<file path="src/rtl/twin_pwm_pkg.sv">
package twin_pwm_pkg;

  // One channel's byte of the control word; field order is bit 7 down to bit 0.
  typedef struct packed {
    logic ms_sel;      // 1: mark/space, 0: dithered
    logic q_clear;     // never stored, reads 0
    logic q_sel;       // stored only
    logic invert;      // output inversion
    logic silence;     // idle level
    logic rpt_last;    // stored only
    logic serial_sel;  // stored only
    logic enable;
  } chan_ctrl_t;

  localparam int CTRL_BITS = 8;
  localparam int CH_STRIDE = 16;
  localparam int DAT_OFS   = 4;

  function automatic chan_ctrl_t scrub_ctrl(logic [CTRL_BITS-1:0] raw);
    chan_ctrl_t c;
    c = chan_ctrl_t'(raw);
    c.q_clear = 1'b0;
    return c;
  endfunction

endpackage

</file>
<file path="src/rtl/twin_pwm_regs.sv">
module twin_pwm_regs
  import twin_pwm_pkg::*;
#(
  parameter int ADDR_W = 8,
  parameter int DATA_W = 32,
  parameter int CNT_W  = 32,
  parameter int NCH    = 2
) (
  input  logic              clk,
  input  logic              rst_n,
  input  logic [ADDR_W-1:0] addr,
  input  logic              wr_en,
  input  logic [DATA_W-1:0] wdata,
  output logic [DATA_W-1:0] rdata,
  output chan_ctrl_t        ctrl_o [NCH],
  output logic [CNT_W-1:0]  rng_o  [NCH],
  output logic [CNT_W-1:0]  dat_o  [NCH]
);

  localparam logic [ADDR_W-1:0] CTRL_A = '0;

  chan_ctrl_t       ctrl_q [NCH];
  logic [CNT_W-1:0] rng_q  [NCH];
  logic [CNT_W-1:0] dat_q  [NCH];

  function automatic logic [ADDR_W-1:0] rng_addr(int ch);
    return ADDR_W'(CH_STRIDE * (ch + 1));
  endfunction

  function automatic logic [ADDR_W-1:0] dat_addr(int ch);
    return ADDR_W'(CH_STRIDE * (ch + 1) + DAT_OFS);
  endfunction

  always_ff @(posedge clk) begin
    if (!rst_n) begin
      for (int k = 0; k < NCH; k++) begin
        ctrl_q[k] <= '0;
        rng_q[k]  <= '0;
        dat_q[k]  <= '0;
      end
    end else if (wr_en) begin
      for (int k = 0; k < NCH; k++) begin
        if (addr == CTRL_A) ctrl_q[k] <= scrub_ctrl(wdata[CTRL_BITS*k +: CTRL_BITS]);
        if (addr == rng_addr(k)) rng_q[k] <= wdata[CNT_W-1:0];
        if (addr == dat_addr(k)) dat_q[k] <= wdata[CNT_W-1:0];
      end
    end
  end

  always_comb begin
    rdata = '0;
    for (int k = 0; k < NCH; k++) begin
      if (addr == CTRL_A) rdata[CTRL_BITS*k +: CTRL_BITS] = ctrl_q[k];
      if (addr == rng_addr(k)) rdata = DATA_W'(rng_q[k]);
      if (addr == dat_addr(k)) rdata = DATA_W'(dat_q[k]);
    end
  end

  genvar gi;
  generate
    for (gi = 0; gi < NCH; gi++) begin : g_out
      assign ctrl_o[gi] = ctrl_q[gi];
      assign rng_o[gi]  = rng_q[gi];
      assign dat_o[gi]  = dat_q[gi];

      // a period write lands in the register on the next cycle
      assert_range_write_R1: assert property (@(posedge clk) disable iff (!rst_n)
        (wr_en && addr == rng_addr(gi)) |=> (rng_q[gi] == $past(wdata[CNT_W-1:0])));
    end
  endgenerate

endmodule

</file>
<file path="src/rtl/twin_pwm_chan.sv">
module twin_pwm_chan #(
  parameter int CNT_W = 32
) (
  input  logic             clk,
  input  logic             rst_n,
  input  logic             tick,
  input  logic             en,
  input  logic             ms_sel,
  input  logic             invert,
  input  logic             silence,
  input  logic [CNT_W-1:0] rng,
  input  logic [CNT_W-1:0] dat,
  output logic             pin
);

  logic [CNT_W-1:0] cnt_q, acc_q, act_rng_q, act_dat_q;
  logic             raw_q;

  logic [CNT_W-1:0] eff_dat, use_rng, use_dat;
  logic [CNT_W:0]   sum;
  logic             active, at_start, wrap, hit;

  always_comb begin
    eff_dat  = (dat > rng) ? rng : dat;
    active   = en && (rng != '0);
    at_start = (cnt_q == '0);
    use_rng  = at_start ? rng : act_rng_q;
    use_dat  = at_start ? eff_dat : act_dat_q;
    wrap     = (cnt_q == use_rng - CNT_W'(1));
    sum      = {1'b0, acc_q} + {1'b0, eff_dat};
    hit      = (sum >= {1'b0, rng});
  end

  always_ff @(posedge clk) begin
    if (!rst_n) begin
      cnt_q     <= '0;
      acc_q     <= '0;
      act_rng_q <= '0;
      act_dat_q <= '0;
      raw_q     <= 1'b0;
    end else if (!active) begin
      cnt_q     <= '0;
      acc_q     <= '0;
      raw_q     <= 1'b0;
      act_rng_q <= rng;
      act_dat_q <= eff_dat;
    end else if (tick) begin
      if (ms_sel) begin
        raw_q <= (cnt_q < use_dat);
        cnt_q <= wrap ? '0 : cnt_q + CNT_W'(1);
        acc_q <= '0;
        if (at_start) begin
          act_rng_q <= rng;
          act_dat_q <= eff_dat;
        end
      end else begin
        raw_q <= hit;
        acc_q <= hit ? CNT_W'(sum - {1'b0, rng}) : CNT_W'(sum);
        cnt_q <= '0;
      end
    end
  end

  assign pin = active ? (raw_q ^ invert) : silence;

  // without a tick the waveform bit holds
  assert_hold_without_tick_R11: assert property (@(posedge clk) disable iff (!rst_n)
    (active && !tick) |=> $stable(raw_q));

  // the mark/space position stays inside the latched period
  assert_count_in_period_R4: assert property (@(posedge clk) disable iff (!rst_n)
    (cnt_q != '0) |-> (cnt_q < act_rng_q));

  // the latched on-count cannot change in the middle of a period
  assert_update_waits_R9: assert property (@(posedge clk) disable iff (!rst_n)
    (active && ms_sel && cnt_q != '0) |=> $stable(act_dat_q));

  // the dither remainder stays below the period while the period is steady
  assert_accum_bound_R5: assert property (@(posedge clk) disable iff (!rst_n)
    (active && !ms_sel && acc_q < rng) |=> ((acc_q < rng) || (rng != $past(rng))));

endmodule

</file>
<file path="src/rtl/twin_pwm.sv">
module twin_pwm
  import twin_pwm_pkg::*;
#(
  parameter int ADDR_W = 8,
  parameter int DATA_W = 32,
  parameter int CNT_W  = 32,
  parameter int NCH    = 2
) (
  input  logic              clk,
  input  logic              rst_n,
  input  logic              tick,
  input  logic [ADDR_W-1:0] bus_addr,
  input  logic              bus_we,
  input  logic [DATA_W-1:0] bus_wdata,
  output logic [DATA_W-1:0] bus_rdata,
  output logic [NCH-1:0]    pwm_o
);

  chan_ctrl_t       ctrl [NCH];
  logic [CNT_W-1:0] rng  [NCH];
  logic [CNT_W-1:0] dat  [NCH];
  logic [NCH-1:0]   unused_ctrl_bits;

  twin_pwm_regs #(
    .ADDR_W(ADDR_W), .DATA_W(DATA_W), .CNT_W(CNT_W), .NCH(NCH)
  ) u_regs (
    .clk   (clk),
    .rst_n (rst_n),
    .addr  (bus_addr),
    .wr_en (bus_we),
    .wdata (bus_wdata),
    .rdata (bus_rdata),
    .ctrl_o(ctrl),
    .rng_o (rng),
    .dat_o (dat)
  );

  genvar gi;
  generate
    for (gi = 0; gi < NCH; gi++) begin : g_chan
      assign unused_ctrl_bits[gi] = ^{ctrl[gi].q_clear, ctrl[gi].q_sel,
                                      ctrl[gi].rpt_last, ctrl[gi].serial_sel};
      twin_pwm_chan #(.CNT_W(CNT_W)) u_chan (
        .clk    (clk),
        .rst_n  (rst_n),
        .tick   (tick),
        .en     (ctrl[gi].enable),
        .ms_sel (ctrl[gi].ms_sel),
        .invert (ctrl[gi].invert),
        .silence(ctrl[gi].silence),
        .rng    (rng[gi]),
        .dat    (dat[gi]),
        .pin    (pwm_o[gi])
      );
    end
  endgenerate

endmodule

</file>
<file path="config.mk">
export PLATFORM = sky130hd
export DESIGN_NAME = twin_pwm
export DESIGN_NICKNAME = d
export VERILOG_FILES = /design/src/rtl/twin_pwm_pkg.sv /design/src/rtl/twin_pwm_regs.sv /design/src/rtl/twin_pwm_chan.sv /design/src/rtl/twin_pwm.sv
export SDC_FILE = /design/constraint.sdc
export NUM_CORES = 1
export LEC_CHECK = 0
export BUFFER_PORTS_ARGS = -buffer_cell sky130_fd_sc_hd__buf_2
export CORE_MARGIN = 1.5
export CORE_UTILIZATION = 45
export CTS_CLUSTER_DIAMETER = 50
export CTS_CLUSTER_SIZE = 8
export DETAILED_ROUTE_END_ITERATION = 16
export SETUP_SLACK_MARGIN = 0.5
export SYNTH_ARGS = -nofsm -noshare
export SYNTH_HDL_FRONTEND = slang
export SYNTH_SLANG_ARGS = --single-unit
</file>
<file path="constraint.sdc">
create_clock -name clk -period 7.6 [get_ports clk]
set_input_delay 0.76 -clock clk [delete_from_list [all_inputs] [get_ports clk]]
set_output_delay 0.76 -clock clk [all_outputs]
set_load 0.01 [all_outputs]
</file>
==> results.cfg <==
[routing]
route.detailed.drc = 0
wl_met3_um = 7450
drt-initial-drc-count = 2898
wirelength_um = 119000
routedWlPerCell_um = 22.3
ant_nets = 0
viasPerCell = 5.97
dr.pass1.iters = 6
wl_met1_um = 50900
vias = 31900
wl_met2_um = 55800
routed.top_layer = met5

[power]
internal_power_uw = 5830
netSwitchingFraction = 0.330
power_leakage_uw = 0.0178
peakVddDrop_v = 0.000154
p_sw_uw = 2870
combPwrFrac = 0.335
powerDensity_mw_per_mm2 = 219
pwr-share-clk = 0.385
power_frac_seq = 0.280

[sta]
skew_ns = 0.0285
worst_pin_slew_ns = 1.18
fin_crit_sh = 0.956
hold_violations = 0
rsz0062_at_grt = yes
drv_slew = 0
finalSetupTns_ns = 0
period_needed_ns = 7.26
fmaxAchievable_mhz = 138
relSlewSlack = 0.213
whs_ns = 0.450
setup_violations = 0

[logic_synthesis]
synth_common_cells = nand2_1 (447), nor2_1 (305), a21oi_1 (276)
syn_nets = 4280
ys_types = 89
ys_ff_latch = 400
ys_top_cells_by_area = dfxtp_1 (16%), edfxtp_1 (13%), ha_1 (10%), nand2_1 (5.2%), xnor2_1 (4.4%)
synth_top_area_frac = 0.161
yosysWarnings = 0
syn_area_per_cell_um2 = 8.06
async_reset_ff_frac = 0
synth.most_common_cell = nand2_1
synth_ff_type = dfxtp_1
yosysTopAreaCell = dfxtp_1
netlist_instances = 3971
synth_edf_count = 142
yosysSeqAreaShare = 0.295
syn_area_mm2 = 0.0320

[global_route]
overflow = 0
grt_first_pass_wirelength_um = 178000
grt_pass1_vias = 30200
grt_max_degree = 106
antenna_found_initial = 11
track_usage = 0.315

[clock_network]
cts_made_buffers = 75
cts_tree = done
htree_levels = 3
clockRootBuffer = clkbuf_16
clock_insertion_delay_worst_skew_ns = 0.62
ctsHoldBuffers = 0
clk_pin_slew_ns = 0.05
cts_buffer_depth = 3
clock-sinks = 400

[critical_path]
cp.arrival_ns = 7.80
critPathKind = flop to flop
slowest_stage = edfxtp_1
r2r_slack_ns = 0.34
crit_top_cell = buf_12
required_ns = 8.13
critPathMaxFanout = 7
critPathMaxStageDelay_ns = 0.38
start_kind = flop
end_kind = flop

[floorplan]
num_rows = 97
die_width_um = 270
die-area_mm2 = 0.0727
initial_core_util = 0.456
io_pins = 78
die_h_um = 270
coreArea_mm2 = 0.0703

[final_layout]
fin_nets = 4654
n_antenna_cell = 0
drive_above_1_share = 0.190
final_core_util = 0.566
area_delta_synth_final_pct = 24.2

[hold_path]
hold_path_class = input port to flop

[placed_design]
routabilityCongestion = 0.963
hpwl_um = 91000
numPortBuffers = 77

[flow_run]
cap_violations = 0

[outcome]
outcome = completed
state kept, by name, indices dropped and copies added, names as in the netlist:
signal	flops
g_chan.u_chan.act_dat_q	64
u_regs.ctrl_q	14
u_regs.rng_q	64
g_chan.u_chan.acc_q	64
u_regs.dat_q	64
g_chan.u_chan.cnt_q	64
g_chan.u_chan.act_rng_q	64
g_chan.u_chan.raw_q	2
layer usage:
| layer | global-route usage | up-vias |
|---|---|---|
| li1 | - | 15300 |
| met1 | 0.405 | 15100 |
| met2 | 0.524 | 1138 |
| met3 | 0.0435 | 258 |
| met4 | 0.140 | 4 |
| met5 | 0 | - |
area by class of cell:
| cell class | count | area, µm² |
|---|---|---|
| clock inverter | 29 | 339 |
| inverter | 178 | 668 |
| clock buffer | 104 | 2120 |
| fill | 6539 | 30500 |
| tap | 940 | 1180 |
| timing repair buffer | 520 | 3950 |
| sequential | 400 | 9430 |
| multi-input combinational | 3170 | 22100 |
stage by stage:
step | setup slack [ns] | power (µW) | std cells | cell area (µm²)
2_1_floorplan | 0.510 | 4160 | 3971 | 32100
3_3_place_gp | -0.0825 | 5070 | 5165 | 35900
3_5_place_dp | -0.149 | 5080 | 5165 | 35900
4_1_cts | 0.331 | 8530 | 5314 | 38800
5_1_grt | 0.101 | 9080 | 5341 | 39800
6_report | 0.338 | 8700 | 5341 | 39800
critical path, delay by kind of cell (launching register included):
family	cells	cell delay, ns
buf+inv	7	0.96
fa+ha+maj	4	1.16
flops	1	0.38
simple gates	5	0.67
mux	1	0.31
compound gates	17	3.61
xor+xnor	1	0.10
power groups by stage:
stage	clock [µW]	combinational (µW)	sequential [µW]
after CTS	3380	2720	2430
after global placement	0	2590	2470
after detailed placement	0	2600	2470
after global routing	3470	3160	2450
after floorplan	0	1710	2450
final	3350	2910	2440
path summary, 6_finish.rpt:
check | end | from | cells past startpoint
min reg2reg | g_chan[0].u_chan.acc_q[11] | g_chan[0].u_chan.acc_q[11] | 2
min | u_regs.ctrl_q[0][3] | bus_wdata[3] | 2
max | g_chan[0].u_chan.acc_q[27] | u_regs.dat_q[0][1] | 35
max reg2reg | g_chan[0].u_chan.acc_q[27] | u_regs.dat_q[0][1] | 35
what timing repair did:
action	CTS	global route
buffers inserted	15	24
endpoints found under the setup margin	66	66
endpoints found under the hold margin	0	0
gates cloned	1	3
gates resized for setup	93	138
pin swaps	41	70
cells by family (layout without fill, tap and decap cells):
logic type      after synthesis  after routing  share of synthesized area
compound gates             1090           1090                      0.231
xor+xnor                    225            225                     0.0616
fa+ha+maj                   265            265                      0.105
buf+inv                     401            831                     0.0485
flops                       400            400                      0.295
mux                          96             96                     0.0306
simple gates               1494           1494                      0.229
cell usage in the layout, fill, tap and decap left out, types with 101 or more instances in the layout:
| cell type | n |
|---|---|
| nand2_1 | 441 |
| buf_4 | 418 |
| nor2_1 | 287 |
| dfxtp_1 | 258 |
| ha_1 | 250 |
| a21oi_1 | 247 |
| o21ai_0 | 178 |
| inv_1 | 166 |
| xnor2_1 | 158 |
| edfxtp_1 | 142 |
| nand3_1 | 124 |
| a21o_1 | 118 |
| nor3_1 | 104 |
| and2_1 | 101 |
Note: power is estimated with default switching activity, not from simulation.
